$ cat src/rtl/signcmp_pkg.sv
// Shared types for the format-aware comparator.
// Assumes a two-bit format select and a three-way relation bundle.
package signcmp_pkg;

    typedef enum logic [1:0] {
        FMT_UNS  = 2'b00,
        FMT_TWOS = 2'b01,
        FMT_ONES = 2'b10,
        FMT_SMAG = 2'b11
    } fmt_t;

    typedef struct packed {
        logic lt;
        logic eq;
        logic gt;
    } rel_t;

    localparam rel_t REL_EQ = '{lt: 1'b0, eq: 1'b1, gt: 1'b0};

endpackage

$ cat src/rtl/scmp_cascin.sv
// Cascade input conditioner.
// Passes a one-hot lower-stage relation through unchanged.
// Any other pattern collapses to "equal".
module scmp_cascin
    import signcmp_pkg::*;
(
    input  logic c_lt,
    input  logic c_eq,
    input  logic c_gt,
    output rel_t rel
);

    logic one_hot;

    // Detect a legal cascade pattern.
    always_comb begin
        one_hot = (c_lt ^ c_eq ^ c_gt) & ~(c_lt & c_eq & c_gt);
    end

    // Select passthrough or neutral equal.
    always_comb begin
        if (one_hot) begin
            rel = '{lt: c_lt, eq: c_eq, gt: c_gt};
        end else begin
            rel = REL_EQ;
        end
    end

endmodule

$ cat src/rtl/scmp_keymap.sv
// Operand-to-key mapper.
// Folds negative zero onto zero, then rewrites the operand into an
// unsigned key whose binary order equals the value order of the format.
// Assumes W >= 2.
module scmp_keymap
    import signcmp_pkg::*;
#(
    parameter int W = 8
) (
    input  logic [W-1:0] val,
    input  fmt_t         fmt,
    output logic [W-1:0] key
);

    localparam int MSB = W - 1;

    logic         neg_zero;
    logic [W-1:0] canon;

    // Recognise the second zero encoding of the selected format.
    always_comb begin
        unique case (fmt)
            FMT_ONES: neg_zero = &val;
            FMT_SMAG: neg_zero = val[MSB] & ~(|val[MSB-1:0]);
            default:  neg_zero = 1'b0;
        endcase
    end

    // Replace negative zero by the all-zeros pattern.
    always_comb begin
        canon = neg_zero ? '0 : val;
    end

    // Build an order-preserving unsigned key.
    always_comb begin
        unique case (fmt)
            FMT_UNS: key = canon;
            FMT_TWOS,
            FMT_ONES: key = {~canon[MSB], canon[MSB-1:0]};
            FMT_SMAG: key = canon[MSB] ? {1'b0, ~canon[MSB-1:0]}
                                       : {1'b1,  canon[MSB-1:0]};
            default:  key = canon;
        endcase
    end

endmodule

$ cat src/rtl/scmp_slice.sv
// One-bit comparator slice.
// Decides the relation at its own bit when the bits differ.
// Otherwise it forwards the relation from the less significant side.
module scmp_slice
    import signcmp_pkg::*;
(
    input  logic a_bit,
    input  logic b_bit,
    input  rel_t below,
    output rel_t here
);

    // Local bit difference overrides lower-order result.
    always_comb begin
        if (a_bit & ~b_bit) begin
            here = '{lt: 1'b0, eq: 1'b0, gt: 1'b1};
        end else if (~a_bit & b_bit) begin
            here = '{lt: 1'b1, eq: 1'b0, gt: 1'b0};
        end else begin
            here = below;
        end
    end

endmodule

$ cat src/rtl/signcmp.sv
// Format-aware cascadable magnitude comparator (top).
// Maps both operands to ordered keys and conditions the cascade.
// Then it runs a ripple of one-bit slices from bit 0 upward.
// Purely combinational. Assumes W >= 2.
module signcmp
    import signcmp_pkg::*;
#(
    parameter int W = 8
) (
    input  logic [W-1:0] opa,
    input  logic [W-1:0] opb,
    input  logic [1:0]   fmt,
    input  logic         casc_lt,
    input  logic         casc_eq,
    input  logic         casc_gt,
    output logic         lt,
    output logic         eq,
    output logic         gt
);

    fmt_t         fmt_sel;
    logic [W-1:0] key_a;
    logic [W-1:0] key_b;
    rel_t         chain [W+1];

    // Interpret the raw format select.
    always_comb begin
        fmt_sel = fmt_t'(fmt);
    end

    scmp_cascin u_cin (
        .c_lt (casc_lt),
        .c_eq (casc_eq),
        .c_gt (casc_gt),
        .rel  (chain[0])
    );

    scmp_keymap #(.W(W)) u_key_a (
        .val (opa),
        .fmt (fmt_sel),
        .key (key_a)
    );

    scmp_keymap #(.W(W)) u_key_b (
        .val (opb),
        .fmt (fmt_sel),
        .key (key_b)
    );

    for (genvar i = 0; i < W; i++) begin : g_slice
        scmp_slice u_slice (
            .a_bit (key_a[i]),
            .b_bit (key_b[i]),
            .below (chain[i]),
            .here  (chain[i+1])
        );
    end

    // Drive the result from the most significant slice.
    always_comb begin
        lt = chain[W].lt;
        eq = chain[W].eq;
        gt = chain[W].gt;
    end

endmodule

$ cat config.mk
export PLATFORM = sky130hd
export DESIGN_NAME = signcmp
export DESIGN_NICKNAME = d
export VERILOG_FILES = /design/src/rtl/signcmp_pkg.sv /design/src/rtl/scmp_cascin.sv /design/src/rtl/scmp_keymap.sv /design/src/rtl/scmp_slice.sv /design/src/rtl/signcmp.sv
export SDC_FILE = /design/constraint.sdc
export NUM_CORES = 1
export LEC_CHECK = 0
export BUFFER_PORTS_ARGS = -buffer_cell sky130_fd_sc_hd__buf_2
export CORE_MARGIN = 5
export CORE_UTILIZATION = 56
export DETAILED_ROUTE_END_ITERATION = 6
export PLACE_DENSITY = 0.94
export SYNTH_ARGS = -nofsm -noshare
export SYNTH_HDL_FRONTEND = slang
export SYNTH_SLANG_ARGS = --single-unit
$ cat constraint.sdc
create_clock -name vclk -period 4.8
set_input_delay 1.2 -clock vclk [all_inputs]
set_output_delay 1.2 -clock vclk [all_outputs]
set_load 0.01 [all_outputs]
Yosys cells after proc, flatten, opt, wreduce, memory -nomap -nowiden
Cells that the tools add are included.
Operators by class
  reductions and logical operators: 6
  mux-type cells: 25
  equality and inequality tests: 3
  bitwise logic cells: 46
Operators with widths (count)
  3-bit two-way mux: 17
  8-bit case mux with 3 select lines: 2
  8-bit two-way mux: 4
  1-bit AND: 21
  1-bit NOT: 21
  8-bit AND reduction: 2
  7-bit NOT: 2
  7-bit OR reduction: 2
  2-bit equality test, second input constant: 2
  1-bit case mux with 2 select lines: 2
  2-bit by 1-bit equality test with 1-bit output, second input constant: 1
  2-bit zero test: 1
  2-bit OR reduction: 1
  1-bit XOR: 2
Word-level totals
  flip-flop bits (word level): 0
  input bits: 21

Depth between registers and ports, before layout
  word-level depth: 26
  gate-level depth with buffers: 11
  mapped depth without buffers: 10

By module
Synthesis repeated with hierarchy kept, for this count alone.
Second synthesis, totals
  cell total of the unflattened synthesis: 163
  area, all modules: 1167.4 um^2
By module, submodules not included
  scmp_keymap: cells each 51, sequential area each 0.0 um^2, area an instance 390.4 um^2, instances 2
  scmp_slice: cells each 7, sequential area each 0.0 um^2, area an instance 42.5 um^2, instances 8
  scmp_cascin: cells each 5, sequential area each 0.0 um^2, area an instance 46.3 um^2, instances 1

Worst setup path after synthesis
OpenSTA, ideal clock, no wires.
  path type: input to output
  start: input fmt[0]
  end: output lt
  cell stages on the path: 9
  required time: 3.600 ns
  arrival time: 3.060 ns
  setup slack: 0.540 ns
  path through: inv_1 > ha_1 > or2_2 > clkbuf_1 > nand2_1 > o21ai_0 > a211oi_1 > nor3_1 > a311oi_1
On the way
  cells in the longest elaborated chain, start to end: 24
RTL lines
  from (decl): line signcmp.sv:12  | input logic [1:0] fmt,
  2-bit equality test: line scmp_keymap.sv:22, scmp_keymap.sv:36
  1-bit case mux with 2 select lines: line scmp_keymap.sv:22  | unique case (fmt)
  8-bit two-way mux: line scmp_keymap.sv:31  | canon = neg_zero ? '0 : val;
  7-bit NOT: line scmp_keymap.sv:40  | FMT_SMAG: key = canon[MSB] ? {1'b0, ~canon[MSB-1:0]}
  8-bit two-way mux: line scmp_keymap.sv:40
  8-bit case mux with 3 select lines: line scmp_keymap.sv:36  | unique case (fmt)
  1-bit NOT: line scmp_slice.sv:17  | end else if (~a_bit & b_bit) begin
  1-bit AND: line scmp_slice.sv:17
  [... 8 more ...]
  3-bit two-way mux: line scmp_slice.sv:17
  3-bit two-way mux: line scmp_slice.sv:15  | if (a_bit & ~b_bit) begin
  3-bit two-way mux: line scmp_slice.sv:17
  3-bit two-way mux: line scmp_slice.sv:15
  3-bit two-way mux: line scmp_slice.sv:17
  3-bit two-way mux: line scmp_slice.sv:15
  3-bit two-way mux: line scmp_slice.sv:17
  3-bit two-way mux *: line scmp_slice.sv:15
  to (decl): line signcmp.sv:16  | output logic lt,
Every way passes the cells marked *; elsewhere a longest branch is shown, timed or not.

Final worst setup path
  start: input fmt[1]
  end: output eq
On the way
  cells in the longest elaborated chain, start to end: 24
RTL lines
  2-bit equality test: line scmp_keymap.sv:22, scmp_keymap.sv:36
  1-bit case mux with 2 select lines: line scmp_keymap.sv:22
  8-bit two-way mux: line scmp_keymap.sv:31
  7-bit NOT: line scmp_keymap.sv:40
  8-bit two-way mux: line scmp_keymap.sv:40
  8-bit case mux with 3 select lines: line scmp_keymap.sv:36
  1-bit NOT: line scmp_slice.sv:17
  1-bit AND: line scmp_slice.sv:17
  [... 8 more ...]
  3-bit two-way mux: line scmp_slice.sv:17
  3-bit two-way mux: line scmp_slice.sv:15
  3-bit two-way mux: line scmp_slice.sv:17
  3-bit two-way mux: line scmp_slice.sv:15
  3-bit two-way mux: line scmp_slice.sv:17
  3-bit two-way mux: line scmp_slice.sv:15
  3-bit two-way mux: line scmp_slice.sv:17
  3-bit two-way mux *: line scmp_slice.sv:15
  to (decl): line signcmp.sv:17  | output logic eq,
Marked as above.

==> metrics <==
result of the run=finished clean; reported max-cap violation count=0; Non-Filler Cell Area, Final=approximately 950 um2; endpoint kind of the worst setup timing path=output pin; Post-DRT Antenna Nets=0; combined flip-flop and latch cell area=0 um2; GRT Max-Usage Layer=met2; slew at the pin with the worst max-slew slack=slightly below 0.5 ns; average wire per standard cell=about 16 um; final hold vios=0; class of the most critical setup path=primary input to output pin; fraction of final layout cells sized beyond drive strength 1=0.257; CP max FO=10; setup repair after global routing missed its margin=true; Final Setup Violations=0; M2 GR Usage=0.361; GR Overflow Total=0; worst min-delay path category=primary input to output pin; total instance count after detailed placement=approximately 160; antenna violations before repair=0; antenna diode instance count=0; stage delay of the slowest cell on the critical path=0.44 ns; drt first-iter violations=42; DPL Wire Length=2030 um; total setup buffers inserted after CTS=0; post-route insts no fill=roughly 160; pin count of the biggest net entering global routing=13; die extent in x=48.3 um; router iterations before antenna repair=5; most instantiated library cell after synthesis=sky130_fd_sc_hd__nor2_1; cell area reported after detailed placement=940 um2; number of buffers inserted by port buffering=24; initial core utilization=0.609; Worst Setup Start Kind=primary input; sequential fraction of the synthesis area=0; Floorplan Core Area=between 0.001 and 0.0015 mm2; layout overhead on the synthesized area=15.7%; CP Data Arrival Time=3.44 ns; clk_buf instances=0; cell family contributing the most delay on the critical path=compound AO/OA/AOI/OAI gates; synthesized instance count=124; final critical path time including I/O delays and setup=4.64 ns; Routed WL=2550 um; GPL Wtd Cong=0.950; Syn Std Cell Area=822 um2; layout net count=171; max-slew violation total from the final report=0; fmax=about 220 MHz; normalized max-slew margin=0.674; met3 layer usage reported by global route=0.0183; cell at the slowest stage of the critical path=sky130_fd_sc_hd__o21ai_1; post-synthesis net count=149; cell accounting for the most synthesized area=sky130_fd_sc_hd__mux2i_1; area enclosed by the die boundary=0.00233 mm2; number of vias in the routed layout=1088; fraction of post-synthesis cell area in the top cell type by area=0.0852; Hold Slack=2.83 ns; final cycle utilization of the critical path=0.966; flip-flop and latch count=0; GR Util met1=0.279; die height=between 40 and 50 um; largest cells by area after synthesis=sky130_fd_sc_hd__mux2i_1 (8.5%), sky130_fd_sc_hd__nor2_1 (6.8%), sky130_fd_sc_hd__nand2_1 (6.4%), sky130_fd_sc_hd__ha_1 (6.1%), sky130_fd_sc_hd__nor4_1 (5.3%); Mapped Avg Cell Area=around 6.6 um2; peak supply drop=0.0000638 V; commonest cells in the netlist=sky130_fd_sc_hd__nor2_1 (15), sky130_fd_sc_hd__nand2_1 (14), sky130_fd_sc_hd__a21oi_1 (8); number of distinct library cells after synthesis=44; static leakage=0.423 nW; total number of yosys warnings=0; total power per unit cell area=~120 mW/mm2; placement row count=13; top-level I/O count=24; worst endpoint required time=3.60 ns; DRC violation count after routing=0; Global Route Usage Sum=0.208; vias in the first global route=between 900 and 1k; first-pass GRT wire length=4290 um; critical path's most frequent cell=sky130_fd_sc_hd__buf_2; sequence of cells on the critical path=buf_2, ha_1, inv_1, o21ai_1, a31oi_1, a22o_1, nor4b_4, and3_1, buf_2; worst path bufs/invs=3; routed via count divided by cell count=6.84
## stage by stage
stage | TNS, ns | worst slack, ns | power, mW | utilization
CTS | 0 | 0.153 | 0.107 | 0.696
global placement | 0 | 0.296 | 0.103 | 0.696
detailed placement | 0 | 0.152 | 0.107 | 0.696
finish | 0 | 0.162 | 0.111 | 0.704
global route | -0.0544 | -0.0333 | 0.123 | 0.704
floorplan | 0 | 0.540 | 0.0737 | -
## timing repair
| action | 4_1_cts | 5_1_grt |
|---|---|---|
| resized for setup | 0 | 2 |
| hold buffers | 0 | 0 |
| setup endpoints to repair | 0 | 3 |
## cell families after synthesis
family / after synthesis / synth area share
buf+inv: 12 / 0.0670
compound gates: 38 / 0.335
simple gates: 63 / 0.452
mux: 7 / 0.0852
fa+ha+maj: 4 / 0.0609
## layout make-up
class | count | area, um2
tap | 15 | 18.8
fill | 116 | 399
multi-input combinational | 112 | 778
timing repair buffer | 25 | 128
inverter | 7 | 26.3
## routing by layer
metal	routed length, um	part of all wire
met1	1040	0.41
met2	1200	0.47
met3	258	0.10
met4	44	0.017
met5	0	0
## power by group
group          internal [mW]  leakage (nW)  switching [mW]
Clock                      0             0               0
Combinational         0.0469         0.423          0.0639
Sequential                 0             0               0
Total                 0.0469         0.423          0.0639
## placed cells by master, fill, tap and decap left out, types with 2 or more instances in the layout
cell type and instances:
sky130_fd_sc_hd__nor3b_1 3, sky130_fd_sc_hd__a22o_1 4, sky130_fd_sc_hd__nor3_1 3, sky130_fd_sc_hd__buf_2 24, sky130_fd_sc_hd__a21oi_1 8, sky130_fd_sc_hd__nor4_1 7
sky130_fd_sc_hd__nor2_1 15, sky130_fd_sc_hd__ha_1 4, sky130_fd_sc_hd__mux2i_1 6, sky130_fd_sc_hd__a22oi_1 4, sky130_fd_sc_hd__inv_1 7, sky130_fd_sc_hd__nand4_1 4
sky130_fd_sc_hd__nand3_1 3, sky130_fd_sc_hd__a311o_1 2, sky130_fd_sc_hd__o21ai_0 7, sky130_fd_sc_hd__nand2_1 14, sky130_fd_sc_hd__a31oi_1 2
## final timing paths
path                start  end  slack (ns)  cells past startpoint
setup / recovery   fmt[1]   eq        0.16                      9
hold / removal    casc_lt   lt        2.83                      4
Power figures use the tool's default switching activity.
